## config.mk

```make
export PLATFORM = sky130hd
export DESIGN_NAME = hecc_corrector
export DESIGN_NICKNAME = d
export VERILOG_FILES = /design/src/rtl/hecc_pkg.sv /design/src/rtl/hecc_classify.sv /design/src/rtl/hecc_locate.sv /design/src/rtl/hecc_flip.sv /design/src/rtl/hecc_corrector.sv
export SDC_FILE = /design/constraint.sdc
export NUM_CORES = 1
export LEC_CHECK = 0
export BUFFER_PORTS_ARGS = -buffer_cell sky130_fd_sc_hd__buf_2
export CAP_MARGIN = 20
export CORE_ASPECT_RATIO = 2
export CORE_MARGIN = 1
export CORE_UTILIZATION = 25
export CTS_CLUSTER_SIZE = 14
export DETAILED_ROUTE_END_ITERATION = 10
export PLACE_DENSITY = 0.59
export SLEW_MARGIN = 40
export SYNTH_ARGS = -nofsm -noshare
export SYNTH_HDL_FRONTEND = slang
export SYNTH_HIERARCHICAL = 1
export SYNTH_SLANG_ARGS = --single-unit
```

## constraint.sdc

```tcl
create_clock -name clk -period 1.4 [get_ports clk]
set_input_delay 0.07 -clock clk [delete_from_list [all_inputs] [get_ports clk]]
set_output_delay 0.07 -clock clk [all_outputs]
set_load 0.1 [all_outputs]
```

## src/rtl/hecc_pkg.sv

```systemverilog
package hecc_pkg;
  localparam int CODE_W    = 24;
  localparam int SYN_BYTES = CODE_W / 8;
  localparam int BIT_W     = 3;

  typedef enum logic [1:0] {
    ST_CLEAN  = 2'd0,
    ST_FIXED  = 2'd1,
    ST_CODE   = 2'd2,
    ST_UNCORR = 2'd3
  } hecc_status_e;
endpackage

```

## src/rtl/hecc_classify.sv

```systemverilog
module hecc_classify
  import hecc_pkg::*;
(
  input  logic [CODE_W-1:0] stored_code,
  input  logic [CODE_W-1:0] calc_code,
  output logic [CODE_W-1:0] syn,
  output hecc_status_e      verdict
);
  localparam int PAIRS = CODE_W / 2;

  logic [PAIRS-1:0] pair_split;

  assign syn = stored_code ^ calc_code;

  // one flag per adjacent bit pair; all must differ for a data fix
  genvar p;
  generate
    for (p = 0; p < PAIRS; p++) begin : g_pair
      assign pair_split[p] = syn[2*p] ^ syn[2*p+1];
    end
  endgenerate

  always_comb begin
    if (syn == '0)
      verdict = ST_CLEAN;
    else if (&pair_split)
      verdict = ST_FIXED;
    else if ($countones(syn) == 1)
      verdict = ST_CODE;
    else
      verdict = ST_UNCORR;
  end
endmodule

```

## src/rtl/hecc_locate.sv

```systemverilog
module hecc_locate
  import hecc_pkg::*;
#(
  parameter int ADDR_W = 9
) (
  input  logic [CODE_W-1:0] syn,
  output logic [ADDR_W-1:0] byte_addr,
  output logic [BIT_W-1:0]  bit_idx
);
  // odd taps of each syndrome byte carry the position
  genvar k;
  generate
    for (k = 0; k < 4; k++) begin : g_lo
      assign byte_addr[k]   = syn[2*k+1];
      assign byte_addr[4+k] = syn[8+2*k+1];
    end
    for (k = 0; k < BIT_W; k++) begin : g_bit
      assign bit_idx[k] = syn[16+2*k+3];
    end
  endgenerate

  assign byte_addr[8] = syn[17];
endmodule

```

## src/rtl/hecc_flip.sv

```systemverilog
module hecc_flip
  import hecc_pkg::*;
#(
  parameter int ADDR_W = 9,
  parameter int DATA_W = 8
) (
  input  hecc_status_e      held_status,
  input  logic [ADDR_W-1:0] held_addr,
  input  logic [BIT_W-1:0]  held_bit,
  input  logic [ADDR_W-1:0] fix_addr,
  input  logic [DATA_W-1:0] fix_data,
  output logic [DATA_W-1:0] fix_out
);
  logic             hit;
  logic [DATA_W-1:0] mask;

  assign hit  = (held_status == ST_FIXED) && (fix_addr == held_addr);
  assign mask = hit ? (DATA_W'(1) << held_bit) : '0;
  assign fix_out = fix_data ^ mask;
endmodule

```

## src/rtl/hecc_corrector.sv

```systemverilog
module hecc_corrector
  import hecc_pkg::*;
#(
  parameter int SECTOR_BYTES = 512,
  parameter int DATA_W       = 8,
  localparam int ADDR_W      = $clog2(SECTOR_BYTES)
) (
  input  logic              clk,
  input  logic              rst_n,
  input  logic              in_valid,
  output logic              in_ready,
  input  logic [23:0]       stored_code,
  input  logic [23:0]       calc_code,
  output logic              res_valid,
  input  logic              res_ready,
  output logic [1:0]        res_status,
  output logic [ADDR_W-1:0] res_byte_addr,
  output logic [BIT_W-1:0]  res_bit_idx,
  input  logic [ADDR_W-1:0] fix_addr,
  input  logic [DATA_W-1:0] fix_data,
  output logic [DATA_W-1:0] fix_out
);
  logic [CODE_W-1:0] syn;
  hecc_status_e      verdict;
  logic [ADDR_W-1:0] loc_addr;
  logic [BIT_W-1:0]  loc_bit;

  hecc_status_e      st_q;
  logic [ADDR_W-1:0] addr_q;
  logic [BIT_W-1:0]  bit_q;
  logic              valid_q;
  logic              take;

  hecc_classify u_cls (
    .stored_code(stored_code),
    .calc_code  (calc_code),
    .syn        (syn),
    .verdict    (verdict)
  );

  hecc_locate #(.ADDR_W(ADDR_W)) u_loc (
    .syn      (syn),
    .byte_addr(loc_addr),
    .bit_idx  (loc_bit)
  );

  // single-entry output register: refill when empty or draining
  assign in_ready = !valid_q || res_ready;
  assign take     = in_valid && in_ready;

  always_ff @(posedge clk or negedge rst_n) begin
    if (!rst_n) begin
      valid_q <= 1'b0;
      st_q    <= ST_CLEAN;
      addr_q  <= '0;
      bit_q   <= '0;
    end else if (take) begin
      valid_q <= 1'b1;
      st_q    <= verdict;
      addr_q  <= (verdict == ST_FIXED) ? loc_addr : '0;
      bit_q   <= (verdict == ST_FIXED) ? loc_bit  : '0;
    end else if (res_ready) begin
      valid_q <= 1'b0;
    end
  end

  assign res_valid     = valid_q;
  assign res_status    = st_q;
  assign res_byte_addr = addr_q;
  assign res_bit_idx   = bit_q;

  hecc_flip #(.ADDR_W(ADDR_W), .DATA_W(DATA_W)) u_flip (
    .held_status(st_q),
    .held_addr  (addr_q),
    .held_bit   (bit_q),
    .fix_addr   (fix_addr),
    .fix_data   (fix_data),
    .fix_out    (fix_out)
  );
endmodule

```

**Yosys cells after proc, flatten, opt, wreduce, memory -nomap -nowiden**

Cells that the tools add are included.

- Add/sub/neg operators: 23
- Equality and inequality tests: 4
- Shifts and indexed selects: 1
- Multiplexer cells: 8
- Bitwise operators: 14
- Reduce and logical (&&, ||, !) cells: 7

Operators by type and width:

| operator | number |
|---|---|
| adder 32 bit | 11 |
| equality test 32 x 2 -> 1 bit, second input constant | 1 |
| adder 1 x 1 -> 2 bit | 12 |
| logical NOT 24 bit | 1 |
| bitwise XOR 24 bit | 1 |
| AND reduction 12 bit | 1 |
| bitwise XOR 1 bit | 12 |
| equality test 9 bit | 1 |
| 2-to-1 mux 9 bit | 1 |
| 2-to-1 mux 8 bit | 1 |
| << shifter 1 x 3 -> 8 bit, first input constant | 1 |
| bitwise XOR 8 bit | 1 |
| equality test 2 x 1 -> 1 bit, second input constant | 2 |
| 2-to-1 mux 2 bit | 2 |
| 2-to-1 mux 1 bit | 3 |
| 2-to-1 mux 3 bit | 1 |
| logical AND 1 bit | 2 |
| nonzero test 2 bit | 1 |
| logical NOT 1 bit | 1 |
| logical OR 1 bit | 1 |

- Flip-flop bits (word level): 15
- Input bits: 69
- Output and inout bits: 24
- Word-level logic and storage cells: 61

**Longest topological paths before layout**

Gate-level depths: netlist of the first run.

- Depth after elaboration: 12
- Mapped depth: 20
- Depth with buffers taken out: 19

**Hierarchy**

The synthesis of the first run kept the hierarchy.

Modules (own cells, without submodules):

| module | instances | cells an instance | area each (um^2) |
|---|---|---|---|
| hecc_classify | 1 | 115 | 1,022.2 |
| hecc_corrector | 1 | 49 | 676.9 |
| hecc_flip | 1 | 38 | 269.0 |
| hecc_locate | 1 | 12 | 90.1 |

**Worst setup path before layout of the first run**

Ideal clock, no wire load.

- Path kind: input -> register
- Start point: input calc_code[5]
- End point: register bit_q[2], in the netlist res_bit_idx[2]
- Arrival: 4.372 ns
- Path slack: -3.092 ns
- Stages on the path: 17
- Path through: xnor2_1 > inv_1 > fa_1 > inv_1 > fa_1 > fa_1 > fa_1 > inv_1 > fa_1 > ha_1 > fa_1 > nor4_1 > a31oi_1 > nor2b_4 > buf_6 > nand4_1 > a21bo_1

- Longest elaborated chain between the ends: 12
- Elaborated cells between the ends (all ways): 15
- Classes of those cells: add/sub: 5; eq/ne: 2; mux: 4; bitwise: 2; reduce/logical: 2

RTL lines:

| element | line | source |
|---|---|---|
| start: declaration | hecc_corrector.sv:13 | `input logic [23:0] calc_code,` |
| bitwise XOR 24 bit * | hecc_classify.sv:13 | `assign syn = stored_code ^ calc_code;` |
| via syn[5] | hecc_corrector.sv:23 | `logic [CODE_W-1:0] syn;` |
| adder 1 x 1 -> 2 bit (not written as such) | hecc_classify.sv:28 | `else if ($countones(syn) == 1)` |
| adder 32 bit (not written as such) (4 in series) | hecc_classify.sv:28 |  |
| equality test 32 x 2 -> 1 bit | hecc_classify.sv:28 |  |
| 2-to-1 mux 1 bit | hecc_classify.sv:28 |  |
| 2-to-1 mux 2 bit | hecc_classify.sv:26 | `else if (&pair_split)` |
| 2-to-1 mux 2 bit * | hecc_classify.sv:24 | `if (syn == '0)` |
| via verdict[0] | hecc_corrector.sv:24 | `hecc_status_e verdict;` |
| equality test 2 x 1 -> 1 bit * | hecc_corrector.sv:61 | `bit_q <= (verdict == ST_FIXED) ? loc_bit : '0;` |
| 2-to-1 mux 3 bit * | hecc_corrector.sv:61 |  |
| end signal: assignment | hecc_corrector.sv:61 |  |
| end: declaration | hecc_corrector.sv:30 | `logic [BIT_W-1:0] bit_q;` |

The timed path passes the listed nets; every way through them passes the cells marked *.
A chain may end at the register's enable or synchronous reset.

**Final worst setup path of the first run**

- Start point: input stored_code[9]
- End point: register addr_q[1], in the netlist res_byte_addr[1]

- Longest elaborated chain between the ends: 12
- Elaborated cells between the ends (all ways): 15
- Classes of those cells: add/sub: 5; eq/ne: 2; mux: 4; bitwise: 2; reduce/logical: 2

RTL lines:

| element | line | source |
|---|---|---|
| start: declaration | hecc_corrector.sv:12 | `input logic [23:0] stored_code,` |
| bitwise XOR 24 bit * | hecc_classify.sv:13 |  |
| via syn[9] | hecc_corrector.sv:23 |  |
| adder 1 x 1 -> 2 bit (not written as such) | hecc_classify.sv:28 |  |
| adder 32 bit (not written as such) (4 in series) | hecc_classify.sv:28 |  |
| equality test 32 x 2 -> 1 bit | hecc_classify.sv:28 |  |
| 2-to-1 mux 1 bit | hecc_classify.sv:28 |  |
| 2-to-1 mux 2 bit | hecc_classify.sv:26 |  |
| 2-to-1 mux 2 bit * | hecc_classify.sv:24 |  |
| via verdict[0] | hecc_corrector.sv:24 |  |
| equality test 2 x 1 -> 1 bit * | hecc_corrector.sv:60 | `addr_q <= (verdict == ST_FIXED) ? loc_addr : '0;` |
| 2-to-1 mux 9 bit * | hecc_corrector.sv:60 |  |
| end signal: assignment | hecc_corrector.sv:60 |  |
| end: declaration | hecc_corrector.sv:29 | `logic [ADDR_W-1:0] addr_q;` |

Marked as above.

==> results of run 1 <==
## metal layers
layer | vias up | routed length, µm | global-route usage
met5 | - | 0 | 0
met3 | 14 | 244 | 0.0131
li1 | 964 | - | -
met4 | 0 | 233 | 0.0713
met1 | 928 | 1480 | 0.106
met2 | 65 | 3940 | 0.334
## power by group
group,switching [mW],leakage [nW],total [mW],internal [mW]
clock network,0.163,0.0409,0.543,0.380
registers,0.0113,0.171,0.471,0.460
logic,2.07,1.83,4.06,1.99
total,2.25,2.04,5.08,2.83
## worst max-delay path: stages
cell and delay [ps]:
buf_8 100, xnor2_4 170, inv_2 60, fa_1 550
inv_2 40, fa_1 540, fa_1 440, fa_1 490
inv_1 50, fa_1 450, ha_2 210, fa_2 550
nor4_4 40, a31oi_2 210, nor2b_4 250, nand4_1 120
a21bo_1 190
## flip-flops by register name, summed over array words and instances, names as in the netlist
name,cells
res_valid,1
res_byte_addr,9
res_bit_idx,3
res_status,2
## stage by stage
step	worst slack [ps]	util	std cells
finish	-2970	0.482	453
global route	-3130	0.482	453
CTS	-3070	0.468	450
detailed placement	-3380	0.444	437
global placement	-3290	0.444	437
floorplan	-2900	-	212
## repair_timing
item | in CTS | in global routing
setup buffers | 7 | 3
endpoints found under the setup margin | 22 | 22
pin swaps | 37 | 10
cloned | 1 | 0
hold buffers | 1 | 0
endpoints found under the hold margin | 15 | 0
gates resized for setup | 9 | 17
## final cells by class
class                   count  area share
clock buffers               3      0.0196
clock inverters             1     0.00131
inverters                  38      0.0372
multi-input cells         144       0.506
flip-flops and latches     15       0.111
well taps                  96      0.0314
repair buffers            156       0.294
## worst min-delay path by stage
stage                       endpoint     start
floorplan             res_bit_idx[2]     rst_n
global placement    res_byte_addr[1]     rst_n
detailed placement  res_byte_addr[1]     rst_n
CTS                        res_valid  in_valid
global route               res_valid  in_valid
finish                     res_valid  in_valid
==> impl_metrics.ini, run 1 <==
[floorplanning]
num_io_pins = 93
dieArea_um2 = 8590
die_w_um = 66.0
rows = 46
die_h_um = 130
fp.coreArea_um2 = 7940
initial_utilization = 0.258

[setup_path]
regToRegStartpoint = res_valid
critPathMaxFanout = 6
regToRegSetupSlack_ps = 250
crit_path_start = stored_code[9]
path_class = input pin to flop
crit_required_ps = 1580
cp.arrival_ps = 4550
worstSetupStartpointType = input pin
worstSetupEndpointType = flop
worstRegToRegCells = 3
r2r-end = res_status[0]
crit_end = res_byte_addr[1]

[finish]
diodes = 0
drive_above_1_share = 0.650
final_design_area_no_fill_um2 = 3830
final_common_cell = buf_2
area_growth_pct = 86.8
nets = 462
register_area_um2 = 424
fill_cells = 766
multi_input_comb_area_um2 = 1940
final_cell_mix = buf_2 (78), buf_4 (60), inv_1 (32)

[sta]
finalClockSkew_ps = 1.09
period_needed_ps = 4370
setup_viol = 22
slew_violations = 0
tns_ps = -42760
finalCritPeriodShare = 3.12
fin_ws_ps = -2970
final-hold-violation-count = 0
whs_ps = 131
tightest_slew_ps = 499
rsz0062_at_grt = true
maxSlewHeadroom = 0.665
fmax_mhz = 229

[placement]
place.gp.congestion = 0.871
io_buffer_count = 92
hpwl_um = 5410
place_area_um2 = 3520

[clock_network]
root_buffer = clkbuf_16
cts_tree = built
insertion_delay_ps = 240
path_clk_slew_ps = 50
clk_path_buf_depth = 2
cts_made_buffers = 3
cts_sinks = 15
htreeDepth = 1

[power]
power_density_nw_per_um2 = 1330
p_leak_nw = 2.04
p_total_mw = 5.08
ir_drop_v = 0.00138

[detailed_routing]
route.detailed.drc = 0
drt-total-wl_um = 5890
ant_nets = 0
vias = 1971
drt_iter0_drc = 38
wl_per_cell_um = 13.0
firstDrtPassIters = 4
viasPerCell = 4.35

[synthesis]
syn_nets = 316
yosysWarningCount = 6
synth_area_um2 = 2050
synth_cells = 212
avgSynthCellArea_um2 = 9.67

[status]
status = finished with violations
violations = negative setup slack

[grt]
globalRoute.totalOverflow = 0
grt_pass1_vias = 2137
grt_pass1_wl_um = 9300
grt_antenna_before_repair = 0
grt_max_degree = 16
grtUsageTotal = 0.147

[hold_path]
whs_path_depth = 2
hold_path.class = input pin to flop

[flow_run]
cap_violations = 0
(Power assumes the default switching activity.)
==> inputs of run 2 (changes only) <==
--- a/config.mk
+++ b/config.mk
@@ -9,10 +9,10 @@
 export CAP_MARGIN = 20
 export CORE_ASPECT_RATIO = 2
 export CORE_MARGIN = 1
-export CORE_UTILIZATION = 25
+export CORE_UTILIZATION = 26
 export CTS_CLUSTER_SIZE = 14
 export DETAILED_ROUTE_END_ITERATION = 10
-export PLACE_DENSITY = 0.59
+export PLACE_DENSITY = 0.6
 export SLEW_MARGIN = 40
 export SYNTH_ARGS = -nofsm -noshare
 export SYNTH_HDL_FRONTEND = slang
==> run 2 against run 1 <==
Compared with the run above:
- the flow still finishes with violations (negative setup slack)
- clock-buffer cell count increased by 1
- sequential share of layout area decreased by 0.079 points
- non-clock buffer count decreased by 7
- critical path depth increased by 1
- clock skew about the same
- worst hold slack improved by 100 ps
- combinational power decreased by 12%
- fmax about the same
- final cell count decreased by 2.0%
- die area decreased by 3.8%
- clock power about the same
==> impl_metrics.ini, run 2 (synthesized netlist as in run 1, its figures left out) <==
[status]
status = finished with violations
violations = negative setup slack

[floorplanning]
die_w_um = 64.8
dieArea_um2 = 8270
num_io_pins = 93
die_h_um = 128
initial_utilization = 0.270
fp.coreArea_um2 = 7600
rows = 45

[placement]
io_buffer_count = 92
pre_cts_ws_ps = -3350
place.gp.congestion = 0.816
hpwl_um = 5170
place_area_um2 = 3510

[setup_path]
worst_path_most_repeated_cell = fa_1
crit_required_ps = 1580
critPathMaxFanout = 6
worstSetupEndpointType = flop
max_stage_delay_ps = 540
path_class = input pin to flop
worstSetupStartpointType = input pin
cp.arrival_ps = 4550
path_cells = buf_8 -> xor2_4 -> inv_2 -> fa_1 -> inv_2 -> fa_1 -> inv_2 -> fa_1 -> fa_1 -> inv_1 -> fa_1 -> ha_2 -> fa_2 -> nor4_2 -> a31oi_2 -> nor2b_4 -> nand4_1 -> a21bo_1
cp_slowest_cell = fa_1

[grt]
grt_max_degree = 16
grtUsageTotal = 0.145
grt_pass1_wl_um = 8800
grt_pass1_vias = 2056
globalRoute.totalOverflow = 0
grt_antenna_before_repair = 0

[finish]
area_growth_pct = 88.1
multi_input_comb_area_um2 = 2020
register_area_um2 = 424
final_cell_mix = buf_2 (80), buf_4 (48), inv_1 (30)
final_common_cell = buf_2
final_design_area_no_fill_um2 = 3860
nets = 455
fill_cells = 722
largest_reg_flops = 9
drive_above_1_share = 0.663
diodes = 0

[power]
power_density_nw_per_um2 = 1190
p_leak_nw = 2.02
ir_drop_v = 0.00148

[clock_network]
clk_path_buf_depth = 2
root_buffer = clkbuf_16
insertion_delay_ps = 240
cts_made_buffers = 3
htreeDepth = 1
cts_sinks = 15
cts_tree = built
path_clk_slew_ps = 50

[detailed_routing]
wl_per_cell_um = 13.0
viasPerCell = 4.37
drt_iter0_drc = 17
vias = 1940
firstDrtPassIters = 4
route.detailed.drc = 0
drt-total-wl_um = 5760
ant_nets = 0

[sta]
tightest_slew_ps = 495
final-hold-violation-count = 0
finalClockSkew_ps = 0.975
maxSlewHeadroom = 0.672
rsz0062_at_grt = true
period_needed_ps = 4370
setup_viol = 22
fmax_mhz = 229
finalCritPeriodShare = 3.12
whs_ps = 233
slew_violations = 0
fin_ws_ps = -2970

[flow_run]
cap_violations = 0

[hold_path]
hold_path.class = input pin to flop
## run 2: through the flow
stage	power [mW]	util	setup TNS, ps	cells
final	4.58	0.507	-42590	444
after global routing	5.07	0.507	-45150	444
after CTS	4.56	0.494	-42980	444
after detailed placement	3.78	0.461	-46170	433
after global placement	3.63	0.461	-44700	433
after floorplan	2.76	-	-43870	212
## run 2: worst paths after layout
| kind | start | end | slack [ps] | depth (start not counted) |
|---|---|---|---|---|
| min in group asynchronous | rst_n | res_byte_addr[1] | 260 | 2 |
| setup / recovery | stored_code[13] | res_byte_addr[1] | -2970 | 18 |
| setup reg to reg | res_valid | res_status[0] | 250 | 3 |
| hold / removal | in_valid | res_valid | 230 | 2 |
| max in group asynchronous | rst_n | res_byte_addr[8] | 870 | 2 |
| hold reg to reg | res_bit_idx[2] | res_bit_idx[2] | 630 | 2 |
## run 2: final cells by class
class | count | area share
Tap cell | 94 | 0.0305
Timing Repair Buffer | 149 | 0.280
Multi-Input combinational cell | 144 | 0.523
Sequential cell | 15 | 0.110
Clock buffer | 4 | 0.0204
Inverter | 38 | 0.0370
## run 2: repair_timing
item / CTS / global route
resized for setup: 25 / 13
hold buffers: 1 / 0
setup buffers: 5 / 2
cloned: 1 / 0
hold endpoints to repair: 15 / 0
setup endpoints to repair: 22 / 22
pin swaps: 36 / 15
## run 2: critical path: cells and delay by family
kind,cells,cell delay (ps)
buffers and inverters,5,290
AND/OR/NAND/NOR,3,440
AO/OA/AOI/OAI,2,390
XOR/XNOR,1,170
adder cells (fa/ha/maj),7,3180
## run 2: metal layers
metal	GRT usage	vias to the layer above	part of all wire
li1	-	949	-
met1	0.100	916	0.26
met2	0.330	65	0.66
met3	0.0152	10	0.040
met4	0.0719	0	0.032
met5	0	-	0
## run 2: report_power, final
part,internal (mW),leakage [nW],switching [mW]
Clock,0.384,0.0382,0.156
Combinational,1.78,1.81,1.77
Sequential,0.460,0.171,0.0172
